==> src/rtl/llsc_monitor_pkg.sv <==
package llsc_monitor_pkg;

  typedef enum logic [1:0] {
    OP_READ       = 2'b00,
    OP_WRITE      = 2'b01,
    OP_LOAD_LINK  = 2'b10,
    OP_STORE_COND = 2'b11
  } opKind_e;

  typedef struct packed {
    logic setRes;
    logic clearRes;
    logic respond;
    logic respOk;
  } resStrobe_t;

endpackage

==> src/rtl/llsc_monitor_ctrl.sv <==
module llsc_monitor_ctrl
  import llsc_monitor_pkg::*;
(
  input  logic       opValid,
  input  logic [1:0] opKind,
  input  logic       opPresent,
  input  logic       lossValid,
  input  logic       lineHit,
  input  logic       ownerHit,
  input  logic       lossHit,
  output resStrobe_t strobe
);

  opKind_e kind;
  logic    lossKill;
  logic    live;
  logic    stillReserved;

  always_comb begin
    kind          = opKind_e'(opKind);
    lossKill      = lossValid && lossHit;
    live          = opValid && opPresent;
    stillReserved = lineHit && ownerHit && !lossKill;

    strobe.setRes   = live && (kind == OP_LOAD_LINK);
    strobe.clearRes = lossKill
                   || (live && (kind == OP_STORE_COND) && lineHit)
                   || (live && (kind == OP_WRITE) && lineHit && ownerHit);
    strobe.respond  = opValid;
    strobe.respOk   = !(live && (kind == OP_STORE_COND)) || stillReserved;
  end

endmodule

==> src/rtl/llsc_monitor_dp.sv <==
module llsc_monitor_dp
  import llsc_monitor_pkg::*;
#(
  parameter int ADDR_W     = 32,
  parameter int LINE_OFF_W = 6,
  parameter int ID_W       = 4
) (
  input  logic                           clk,
  input  logic                           rstN,
  input  logic [ADDR_W-1:0]              opAddr,
  input  logic [ID_W-1:0]                opId,
  input  logic [ADDR_W-1:0]              lossAddr,
  input  resStrobe_t                     strobe,
  output logic                           lineHit,
  output logic                           ownerHit,
  output logic                           lossHit,
  output logic                           doneValid,
  output logic                           doneSuccess,
  output logic                           resValid,
  output logic [ADDR_W-LINE_OFF_W-1:0]   resLine,
  output logic [ID_W-1:0]                resOwner
);

  localparam int LINE_W = ADDR_W - LINE_OFF_W;

  logic [LINE_W-1:0] opLine;
  logic [LINE_W-1:0] lossLine;

  assign opLine   = opAddr[ADDR_W-1:LINE_OFF_W];
  assign lossLine = lossAddr[ADDR_W-1:LINE_OFF_W];

  assign lineHit  = resValid && (resLine == opLine);
  assign ownerHit = (resOwner == opId);
  assign lossHit  = resValid && (resLine == lossLine);

  always_ff @(posedge clk) begin
    if (!rstN) begin
      resValid <= 1'b0;
      resLine  <= '0;
      resOwner <= '0;
    end else if (strobe.setRes) begin
      resValid <= 1'b1;
      resLine  <= opLine;
      resOwner <= opId;
    end else if (strobe.clearRes) begin
      resValid <= 1'b0;
    end
  end

  always_ff @(posedge clk) begin
    if (!rstN) begin
      doneValid   <= 1'b0;
      doneSuccess <= 1'b0;
    end else begin
      doneValid   <= strobe.respond;
      doneSuccess <= strobe.respond && strobe.respOk;
    end
  end

  // a set strobe loads the op's line and ID
  p_set_loads_r1: assert property (@(posedge clk) disable iff (!rstN)
    strobe.setRes |=> resValid && (resLine == $past(opLine)) && (resOwner == $past(opId)));

  // a loss that hits the line, without a set, empties the reservation
  p_loss_empties_r6: assert property (@(posedge clk) disable iff (!rstN)
    (strobe.clearRes && !strobe.setRes) |=> !resValid);

endmodule

==> src/rtl/llsc_monitor.sv <==
module llsc_monitor
  import llsc_monitor_pkg::*;
#(
  parameter int ADDR_W     = 32,
  parameter int LINE_OFF_W = 6,
  parameter int ID_W       = 4
) (
  input  logic              clk,
  input  logic              rstN,
  input  logic              opValid,
  input  logic [1:0]        opKind,
  input  logic [ADDR_W-1:0] opAddr,
  input  logic [ID_W-1:0]   opId,
  input  logic              opPresent,
  input  logic              lossValid,
  input  logic [ADDR_W-1:0] lossAddr,
  output logic              doneValid,
  output logic              doneSuccess
);

  localparam int LINE_W = ADDR_W - LINE_OFF_W;

  resStrobe_t        strobe;
  logic              lineHit;
  logic              ownerHit;
  logic              lossHit;
  logic              resValid;
  logic [LINE_W-1:0] resLine;
  logic [ID_W-1:0]   resOwner;

  llsc_monitor_ctrl ctrl_i (
    .opValid   (opValid),
    .opKind    (opKind),
    .opPresent (opPresent),
    .lossValid (lossValid),
    .lineHit   (lineHit),
    .ownerHit  (ownerHit),
    .lossHit   (lossHit),
    .strobe    (strobe)
  );

  llsc_monitor_dp #(
    .ADDR_W     (ADDR_W),
    .LINE_OFF_W (LINE_OFF_W),
    .ID_W       (ID_W)
  ) dp_i (
    .clk         (clk),
    .rstN        (rstN),
    .opAddr      (opAddr),
    .opId        (opId),
    .lossAddr    (lossAddr),
    .strobe      (strobe),
    .lineHit     (lineHit),
    .ownerHit    (ownerHit),
    .lossHit     (lossHit),
    .doneValid   (doneValid),
    .doneSuccess (doneSuccess),
    .resValid    (resValid),
    .resLine     (resLine),
    .resOwner    (resOwner)
  );

  // reads always report success
  p_read_ok_r7: assert property (@(posedge clk) disable iff (!rstN)
    (opValid && opKind == 2'b00) |=> doneValid && doneSuccess);

  // absent-line ops leave the reservation alone and succeed
  p_absent_keeps_r5: assert property (@(posedge clk) disable iff (!rstN)
    (opValid && !opPresent && !lossValid) |=> $stable(resValid) && doneSuccess);

  // a store-conditional to the reserved line leaves nothing reserved
  p_sc_consumes_r3: assert property (@(posedge clk) disable iff (!rstN)
    (opValid && opPresent && opKind == 2'b11 && lineHit) |=> !resValid);

  // a result appears one cycle after each operation, and only then
  p_done_latency_r10: assert property (@(posedge clk) disable iff (!rstN)
    opValid |=> doneValid);
  p_no_spurious_done_r10: assert property (@(posedge clk) disable iff (!rstN)
    !opValid |=> !doneValid);

endmodule

==> config.mk <==
export PLATFORM = sky130hd
export DESIGN_NAME = llsc_monitor
export DESIGN_NICKNAME = d
export VERILOG_FILES = /design/src/rtl/llsc_monitor_pkg.sv /design/src/rtl/llsc_monitor_ctrl.sv /design/src/rtl/llsc_monitor_dp.sv /design/src/rtl/llsc_monitor.sv
export SDC_FILE = /design/constraint.sdc
export NUM_CORES = 1
export LEC_CHECK = 0
export BUFFER_PORTS_ARGS = -buffer_cell sky130_fd_sc_hd__buf_2
export CAP_MARGIN = 20
export CELL_PAD_IN_SITES_DETAIL_PLACEMENT = 1
export CELL_PAD_IN_SITES_GLOBAL_PLACEMENT = 1
export CORE_AREA = 2 2 74 76
export CTS_CLUSTER_DIAMETER = 50
export CTS_CLUSTER_SIZE = 10
export DETAILED_ROUTE_END_ITERATION = 6
export DIE_AREA = 0 0 76 78
export GPL_TIMING_DRIVEN = 0
export PLACE_DENSITY = 0.92
export SYNTH_ARGS = -nofsm -noshare
export SYNTH_HDL_FRONTEND = slang
export SYNTH_HIERARCHICAL = 1
export SYNTH_SLANG_ARGS = --single-unit
export TNS_END_PERCENT = 50
==> constraint.sdc <==
create_clock -name clk -period 3.2 [get_ports clk]
set_input_delay 0.16 -clock clk [delete_from_list [all_inputs] [get_ports clk]]
set_output_delay 0.16 -clock clk [all_outputs]
set_load 0.05 [all_outputs]
==> results of run 1 <==
[how the worst min path moves through the flow]
stage	from	end	slack [ps]	depth (start not counted)
floorplan	rstN	dp_i/resLine[18]	290	1
CTS	opAddr[15]	dp_i/resLine[9]	160	3
global route	opAddr[14]	dp_i/resLine[8]	170	3
detailed placement	opAddr[18]	dp_i/resLine[12]	450	3
finish	opAddr[16]	dp_i/resLine[10]	170	3
global placement	opAddr[21]	dp_i/resLine[15]	440	3
[where the power goes]
group	switching (mW)	internal (mW)
combinational	0.0716	0.0808
sequential	0.00918	0.421
clock	0.148	0.171
[area by class of cell]
cell class              instances  area share (%)
flip-flops and latches         33           27.88
clock buffers                   7           3.643
repair buffers                 64           13.52
inverters                       1          0.1584
plain buffers                   8           1.584
multi-input cells             146           49.53
well taps                      70           3.696
[cell families (layout without fill, tap and decap cells)]
family                 count (synthesis)  in the layout  share of synthesized area (%)
AO/OA/AOI/OAI                          3              3                          1.201
flip-flops                            33             33                          35.22
XOR/XNOR                              56             56                          26.15
buffers and inverters                  9             80                          2.201
AND/OR/NAND/NOR                       57             57                          19.21
multiplexers                          30             30                          16.01
[worst min-delay path, stage by stage]
cell and delay, ps:
buf_2 90, mux2i_1 60, nor2b_1 90
[routing by layer]
layer | GRT usage, % | vias to the layer above | part of all wire (%)
met5 | 0 | - | 0
met4 | 6.000 | 0 | 1.6
met3 | 5.349 | 7 | 4.6
li1 | - | 778 | -
met2 | 33.93 | 46 | 53
met1 | 18.94 | 760 | 41
[sequential cells by signal, indices dropped and copies added (netlist names)]
| name | cells |
|---|---|
| dp_i/doneValid | 1 |
| dp_i/resValid | 1 |
| dp_i/resOwner | 4 |
| dp_i/doneSuccess | 1 |
| dp_i/resLine | 26 |
[per-stage QoR]
step | utilization, % | area [um2] | hold slack, ps | setup WS, ps | total power, mW
3_5_place_dp | 45.29 | 2283 | 454.8 | 888.2 | 0.5916
5_1_grt | 47.00 | 2370 | 165.6 | 732.5 | 0.9501
6_report | 47.00 | 2370 | 165.8 | 846.9 | 0.9005
4_1_cts | 47.00 | 2370 | 162.1 | 852.9 | 0.9130
3_3_place_gp | 45.29 | 2283 | 440.8 | 961.5 | 0.5859
2_1_floorplan | - | 1876 | 288.2 | 1192 | 0.5189
[Yosys cell counts (all sizes together)]
cell / number
xnor2: 52
dfxtp: 33
nor2b: 31
mux2i: 30
nand4: 13
buf: 4
clkbuf: 4
xor2: 4
nand3: 3
nor4: 3
nor2: 2
or4: 2
a311o: 1
and2: 1
and3: 1
inv: 1
nand2: 1
o21a: 1
o21ai: 1
[layout by cell type (no fill, tap or decap), drive strengths merged]
master | netlist | routed
nor2 | 2 | 2
mux2i | 30 | 30
clkbuf | 4 | 11
a311o | 1 | 1
or4 | 2 | 2
buf | 4 | 68
xnor2 | 52 | 52
xor2 | 4 | 4
nand3 | 3 | 3
o21ai | 1 | 1
and2 | 1 | 1
nor2b | 31 | 31
o21a | 1 | 1
dfxtp | 33 | 33
nand2 | 1 | 1
inv | 1 | 1
nor4 | 3 | 3
nand4 | 13 | 13
and3 | 1 | 1
==> flow_metrics.py, run 1 <==
metrics = {
    "critical_path": {
        "rr_endpoint": "dp_i/resValid",
        "path_common_cell": "nand4_1",
        "worstReg2RegStart": "dp_i/resLine[25]",
        "reg2reg_slack_ps": 850,
        "cpLargestDelayFamily": "simple AND/OR/NAND/NOR gates",
        "cp.depth": 8,
        "path_class": "reg -> reg",
        "crit_path_start_kind": "flop",
        "critPathRequiredTime_ps": 3380,
        "reg2reg_depth": 8,
        "crit_chain": "xnor2_1 > nand4_1 > or4_1 > nor4_2 > nand4_1 > o21ai_0 > nor2b_1 > o21a_1",
        "path_max_fanout": 3,
        "cp_num_buf_inv": 0,
        "cp-startpoint": "dp_i/resLine[25]",
        "crit_end": "dp_i/resValid",
        "cpPeakStageDelay_ps": 560,
        "cp-end-kind": "flop",
        "slowest_stage": "or4_1",
        "crit_arrival_ps": 2530,
    },
    "placement": {
        "portBuffers": 64,
        "place.gp.congestion": 0.7569,
        "dp_hpwl_um": 4131,
        "place_inst": 322,
    },
    "floorplanning": {
        "initial_core_util_pct": 37.20,
        "rows": 26,
        "design.die.area_um2": 5928,
        "core_area_um2": 5042,
        "die_w_um": 76,
        "die_h_um": 78,
        "ios": 77,
    },
    "layout": {
        "synthToLayoutAreaGrowth_pct": 26.35,
        "antennaDiodeCount": 0,
        "multi_input_area_um2": 1174,
        "drive_above_1_share_pct": 29.34,
        "layout.area.seq_um2": 660.6,
        "fin_cells": 329,
        "nets": 334,
        "fill_cells": 616,
    },
    "grt": {
        "grt_usage_pct": 17.93,
        "grt_pass1_vias": 1683,
        "grt_pass1_wl_um": 8079,
        "antenna_found_initial": 0,
        "grt_max_degree": 11,
        "grt-ovfl-total": 0,
    },
    "cts": {
        "clock_latency_ps": 280,
        "post_cts_buffers": 0,
        "cts_root_buf": "clkbuf_8",
        "clk_path_buf_depth": 2,
        "h-tree-depth": 2,
        "cts.clk_slew.worst_paths_ps": 60,
        "cts_tree": "built",
        "cts_sinks": 33,
        "cts_resized": 0,
        "cts_buffers": 5,
        "cts_hold_buffers": 0,
    },
    "timing": {
        "fmax_mhz": 425.0,
        "max_slew_margin_pct": 67.33,
        "fin_worst_skew_ps": 2.100,
        "setup_viol": 0,
        "fin_crit_ps": 2353,
        "finalSetupTns_ps": 0,
        "hold_viol_final": 0,
        "tightest_slew_ps": 490.1,
        "finalCritPeriodShare_pct": 73.53,
        "finalMaxSlewViolations": 0,
        "rsz0062_at_grt": "false",
    },
    "routing": {
        "drc": 0,
        "first_iter_violations": 44,
        "ant_nets": 0,
        "vias_per_cell": 4.836,
        "vias": 1591,
        "firstDrtPassIters": 4,
        "finalWirelength_um": 5150,
        "wl_per_cell_um": 15.65,
    },
    "logic_synthesis": {
        "synthCells": 188,
        "yosys.area.top_type": "dfxtp_1",
        "yosys_warnings": 6,
        "avgSynthCellArea_um2": 9.976,
        "syn_nets": 263,
        "yosysTopAreaCellShare_pct": 35.22,
        "ys_seq_area_share_pct": 35.22,
        "syn-cell-area_um2": 1876,
        "synth-seq-cells": 33,
        "synth.area.top_cells": "dfxtp_1, xnor2_1, mux2i_1, nor2b_1, nand4_1",
        "ys_types": 21,
    },
    "hold_path": {
        "worstHoldPathType": "in -> reg",
    },
    "flow_run": {
        "drv_cap": 0,
    },
    "power": {
        "peakVddDrop_mv": 0.1754,
        "power_leakage_nw": 0.8214,
        "p_per_area_nw_per_um2": 380.0,
    },
    "run_status": {
        "status": "finished clean",
    },
}
Power figures use the tool's default switching activity.
==> run 2, diff against run 1 <==
- ABC_AREA: not set -> 1
- CORE_AREA: 2 2 74 76 -> 2 2 91 93
- DIE_AREA: 0 0 76 78 -> 0 0 93 95
- PLACE_DENSITY: 0.92 -> 0.83
- clock period: 3.2 -> 2.1 ns (I/O delays scaled with it)
==> flow_metrics.py, run 2 <==
metrics = {
    "run_status": {
        "status": "finished clean",
    },
    "critical_path": {
        "crit_chain": "inv_2 > nand2_1 > nand2_1 > nor2_2 > nand2_1 > nor2_1 > nand2_1 > nor2_2 > nand2_1 > inv_1 > nand3b_1 > nand3_2 > nor2_1 > o21a_1",
        "path_common_cell": "nand2_1",
        "path_max_fanout": 4,
        "path_class": "reg -> reg",
        "crit_arrival_ps": 1860,
        "reg2reg_depth": 14,
        "crit_path_start_kind": "flop",
        "cp-end-kind": "flop",
        "cp.depth": 14,
        "cpPeakStageDelay_ps": 390,
        "cp_num_buf_inv": 2,
        "critPathRequiredTime_ps": 2280,
        "reg2reg_slack_ps": 420,
        "slowest_stage": "dfxtp_1",
        "cpLargestDelayFamily": "simple AND/OR/NAND/NOR gates",
    },
    "cts": {
        "cts_resized": 0,
        "h-tree-depth": 2,
        "clock_latency_ps": 290,
        "cts_root_buf": "clkbuf_8",
        "cts_sinks": 33,
        "cts_hold_buffers": 0,
        "cts_buffers": 5,
        "cts.clk_slew.worst_paths_ps": 80,
        "post_cts_buffers": 0,
        "cts_tree": "built",
        "clk_path_buf_depth": 2,
    },
    "logic_synthesis": {
        "ys_types": 20,
        "synth-seq-cells": 33,
        "ys_seq_area_share_pct": 29.97,
        "yosysTopAreaCellShare_pct": 29.97,
        "synth_commonest_cells": "nand2_1, inv_1, nor2_1",
        "syn_nets": 470,
        "yosys.area.top_type": "dfxtp_1",
        "synth.area.top_cells": "dfxtp_1, nand2_1, inv_1, nor2_1, o21ai_0",
        "synth_ff_type": "dfxtp_1",
        "async_flop_share_pct": 0,
        "syn-cell-area_um2": 2205,
        "synth-edff-count": 0,
        "synthCells": 395,
        "yosysMostFrequentCell": "nand2_1",
        "avgSynthCellArea_um2": 5.581,
        "yosys_warnings": 6,
    },
    "placement": {
        "post_dp_cell_area_um2": 2656,
        "portBuffers": 64,
        "dp_hpwl_um": 5959,
        "place.gp.congestion": 0.8578,
    },
    "layout": {
        "antennaDiodeCount": 0,
        "largest_register": "dp_i/resLine",
        "mostFrequentLayoutCell": "nand2_1",
        "nets": 541,
        "synthToLayoutAreaGrowth_pct": 24.23,
        "largest_register_ffs": 26,
        "top_regs": "dp_i/resLine (26), dp_i/resOwner (4)",
        "drive_above_1_share_pct": 23.55,
        "fill_cells": 1135,
        "final_cell_mix": "nand2_1, buf_2, inv_1, nor2_1, dfxtp_1",
        "fin_area_um2": 2739,
    },
    "hold_path": {
        "worstHoldPathType": "in -> reg",
        "min_path_cells": 3,
    },
    "floorplanning": {
        "core_area_um2": 7928,
        "die_h_um": 95,
        "initial_core_util_pct": 27.81,
        "rows": 33,
        "die_w_um": 93,
        "ios": 77,
        "design.die.area_um2": 8835,
    },
    "timing": {
        "fmax_mhz": 595.1,
        "finalMaxSlewViolations": 0,
        "fin_worst_skew_ps": 9.614,
        "hold_viol_final": 0,
        "setup_viol": 0,
        "fin_crit_ps": 1680,
        "finalCritPeriodShare_pct": 80.02,
        "rsz0062_at_grt": "false",
        "holdWs_ps": 75.79,
        "finalSetupTns_ps": 0,
        "max_slew_margin_pct": 62.44,
        "tightest_slew_ps": 563.3,
    },
    "grt": {
        "grt_usage_pct": 17.24,
        "antenna_found_initial": 0,
        "grt_pass1_wl_um": 11720,
        "grt_pass1_vias": 2578,
        "use_met3_pct": 3.512,
        "grt_max_degree": 11,
        "met1_usage_pct": 20.81,
        "grt-ovfl-total": 0,
        "met2_usage_pct": 31.28,
        "grt-busiest-layer": "met2",
    },
    "routing": {
        "first_iter_violations": 67,
        "drc": 0,
        "vias_per_cell": 4.392,
        "finalWirelength_um": 7133,
        "vias": 2512,
        "firstDrtPassIters": 4,
        "wl_per_cell_um": 12.47,
        "ant_nets": 0,
    },
    "power": {
        "p_per_area_nw_per_um2": 522.2,
        "power_leakage_nw": 1.542,
        "peakVddDrop_mv": 0.2084,
    },
    "flow_run": {
        "drv_cap": 0,
    },
}
-- run 2: final timing paths --
check	from	end
setup / recovery	dp_i/resLine[9]	dp_i/resValid
hold / removal	opId[1]	dp_i/resOwner[1]
setup reg to reg	dp_i/resLine[9]	dp_i/resValid
hold reg to reg	dp_i/resLine[2]	dp_i/resLine[2]
-- run 2: power breakdown --
part / internal [mW] / total (mW) / switching, mW
clock network: 0.230 / 0.476 / 0.247
registers: 0.649 / 0.669 / 0.0206
logic: 0.117 / 0.285 / 0.168
-- run 2: through the flow --
| step | setup slack [ps] | total power, mW | std cells | utilization (%) |
|---|---|---|---|---|
| 3_5_place_dp | 424.0 | 0.9706 | 564 | 33.51 |
| 2_1_floorplan | 699.7 | 0.8399 | 395 | - |
| 4_1_cts | 391.6 | 1.451 | 572 | 34.55 |
| 6_report | 419.7 | 1.430 | 572 | 34.55 |
| 3_3_place_gp | 446.3 | 0.9562 | 564 | 33.51 |
| 5_1_grt | 203.1 | 1.524 | 572 | 34.55 |
-- run 2: cell type report --
| cell class | instances | area [um2] | area share (%) |
|---|---|---|---|
| sequential | 33 | 660.6 | 24.12 |
| clock buffer | 6 | 72.57 | 2.650 |
| tap | 105 | 131.4 | 4.797 |
| multi-input combinational | 275 | 1202 | 43.90 |
| clock inverter | 2 | 10.01 | 0.3655 |
| buffer | 10 | 52.55 | 1.919 |
| timing repair buffer | 64 | 320.3 | 11.69 |
| inverter | 77 | 289.0 | 10.55 |
-- run 2: tightest hold or removal path, cell delays in order --
cell,delay [ps]
buf_2,100
nor2_1,40
nor2_1,80
-- run 2: metal layers --
metal | wire length (um) | up-vias
li1 | - | 1310
met2 | 3532 | 49
met3 | 315 | 5
met4 | 58 | 0
met1 | 3226 | 1148
met5 | 0 | -
-- run 2: kinds of logic (layout without fill, tap and decap cells) --
kind of cell | after synthesis | in the layout | share of synthesized area, %
flops | 33 | 33 | 29.97
buf+inv | 87 | 159 | 15.49
simple gates | 205 | 205 | 36.49
compound gates | 58 | 58 | 13.28
xor+xnor | 12 | 12 | 4.767
==> run 3, diff against run 2 <==
- ABC_AREA: 1 -> 0
- CORE_AREA: 2 2 91 93 -> 2 2 77 79
- DIE_AREA: 0 0 93 95 -> 0 0 79 81
- PLACE_DENSITY: 0.83 -> 0.87
- clock period: 2.1 -> 1.7 ns (I/O delays scaled with it)
==> flow_metrics.py, run 3 (synthesized netlist as in run 1, its figures left out) <==
metrics = {
    "cts": {
        "h-tree-depth": 2,
        "clock_latency_ps": 290,
        "cts_tree": "built",
        "cts_hold_buffers": 0,
        "cts_buffers": 5,
        "cts.clk_slew.worst_paths_ps": 70,
        "cts_root_buf": "clkbuf_8",
        "clk_path_buf_depth": 2,
        "cts_sinks": 33,
        "post_cts_buffers": 0,
    },
    "timing": {
        "hold_viol_final": 0,
        "setup_ws_ps": -408.2,
        "fmax_mhz": 474.3,
        "max_slew_margin_pct": 68.18,
        "finalMaxSlewViolations": 0,
        "tightest_slew_ps": 472.9,
        "fin_crit_ps": 2108,
        "finalSetupTns_ps": -765.9,
        "fin_worst_skew_ps": 3.668,
        "finalCritPeriodShare_pct": 124.0,
        "rsz0062_at_grt": "true",
        "setup_viol": 2,
    },
    "run_status": {
        "status": "complete, but fails checks",
        "violations": "negative setup slack",
    },
    "layout": {
        "top_regs": "dp_i/resLine (26), dp_i/resOwner (4)",
        "fin_cells": 335,
        "largest_register_ffs": 26,
        "largest_register": "dp_i/resLine",
        "drive_above_1_share_pct": 40.77,
        "fill_cells": 700,
        "antennaDiodeCount": 0,
        "mostFrequentLayoutCell": "buf_2",
        "post-route-util_pct": 44.05,
        "synthToLayoutAreaGrowth_pct": 33.29,
        "final_cell_mix": "buf_2, xnor2_1, nor2b_1, mux2i_1, dfxtp_2",
        "nets": 334,
    },
    "flow_run": {
        "drv_cap": 0,
    },
    "grt": {
        "grt_usage_pct": 17.74,
        "grt_max_degree": 12,
        "antenna_found_initial": 0,
        "grt_pass1_wl_um": 8487,
        "grt-ovfl-total": 0,
        "grt_pass1_vias": 1762,
    },
    "routing": {
        "ant_nets": 0,
        "routed.top_layer": "met4",
        "wl_met3_um": 244,
        "routedLengthMet1_um": 2119,
        "drc": 0,
        "vias": 1573,
        "firstDrtPassIters": 4,
        "finalWirelength_um": 5354,
        "first_iter_violations": 20,
        "vias_per_cell": 4.696,
        "met2_length_um": 2875,
        "wl_per_cell_um": 15.98,
    },
    "power": {
        "swShare_pct": 26.63,
        "p_per_area_nw_per_um2": 699.5,
        "peakVddDrop_mv": 0.3206,
        "p_int_mw": 1.283,
        "p_clk_share_pct": 36.1,
        "p_sw_mw": 0.4657,
        "p_comb_share_pct": 17.4,
        "power.total_mw": 1.749,
        "power_leakage_nw": 0.9091,
        "seqPwrFrac_pct": 46.5,
    },
    "floorplanning": {
        "design.die.area_um2": 6399,
        "core_area_um2": 5675,
        "die_w_um": 79,
        "rows": 28,
        "ios": 77,
        "initial_core_util_pct": 33.05,
        "die_h_um": 81,
    },
    "critical_path": {
        "cpPeakStageDelay_ps": 560,
        "crit_chain": "xnor2_1 > nand4_1 > or4_4 > nor4_4 > nand4_1 > o21ai_1 > nor2b_1 > o21a_1",
        "crit_path_start_kind": "flop",
        "path_class": "reg -> reg",
        "slowest_stage": "or4_4",
        "path_common_cell": "nand4_1",
        "critPathRequiredTime_ps": 1890,
        "cp-end-kind": "flop",
        "crit_arrival_ps": 2300,
        "reg2reg_slack_ps": -410,
        "path_max_fanout": 3,
    },
    "placement": {
        "dp_hpwl_um": 4043,
        "place.gp.congestion": 0.7500,
        "place_inst": 327,
        "portBuffers": 64,
        "dpl_worst_slack_ps": -442.9,
    },
    "hold_path": {
        "worstHoldPathType": "in -> reg",
    },
}
-- run 3: per-stage QoR --
| stage | hold WS, ps | area [um2] |
|---|---|---|
| final | 80.23 | 2500 |
| after global routing | 83.14 | 2500 |
| after CTS | 75.60 | 2484 |
| after detailed placement | 380.4 | 2307 |
| after global placement | 369.1 | 2307 |
| after floorplan | 213.0 | 1893 |
-- run 3: power by group through the flow --
stage	registers [mW]	clock network, mW	logic, mW
global placement	0.827	0	0.280
floorplan	0.834	0	0.144
detailed placement	0.828	0	0.285
finish	0.813	0.631	0.305
global route	0.814	0.696	0.331
CTS	0.812	0.654	0.301
-- run 3: routing by layer --
layer,track usage [%],up-vias
li1,-,773
met1,19.40,749
met2,32.88,40
met3,5.111,11
met4,6.034,0
met5,0,-
-- run 3: final timing paths --
check / start / endpoint / cells past startpoint
worst max-delay path: dp_i/resLine[10] / dp_i/resValid / 8
worst max register to register: dp_i/resLine[10] / dp_i/resValid / 8
worst min register to register: dp_i/resOwner[2] / dp_i/resOwner[2] / 2
worst min-delay path: opId[0] / dp_i/resOwner[0] / 3
-- run 3: what timing repair did --
item                                    4_1_cts  5_1_grt
endpoints found under the setup margin        2        2
pin swaps                                     3        3
resized for setup                            13        3
-- run 3: layout make-up --
cell class / instances / area, um2 / share of cell area (%)
Clock inverter: 2 / 13.76 / 0.5506
Multi-Input combinational cell: 146 / 1266 / 50.65
Clock buffer: 6 / 82.58 / 3.303
Buffer: 8 / 37.54 / 1.502
Timing Repair Buffer: 64 / 320.3 / 12.81
Sequential cell: 33 / 681.9 / 27.28
Inverter: 1 / 3.754 / 0.1502
Tap cell: 75 / 93.84 / 3.754
-- run 3: worst max-delay path, delay by kind of cell, from the launching register on --
kind / cells / cell delay [ps]
compound gates: 2 / 330
simple gates: 5 / 1130
flops: 1 / 340
xor+xnor: 1 / 210
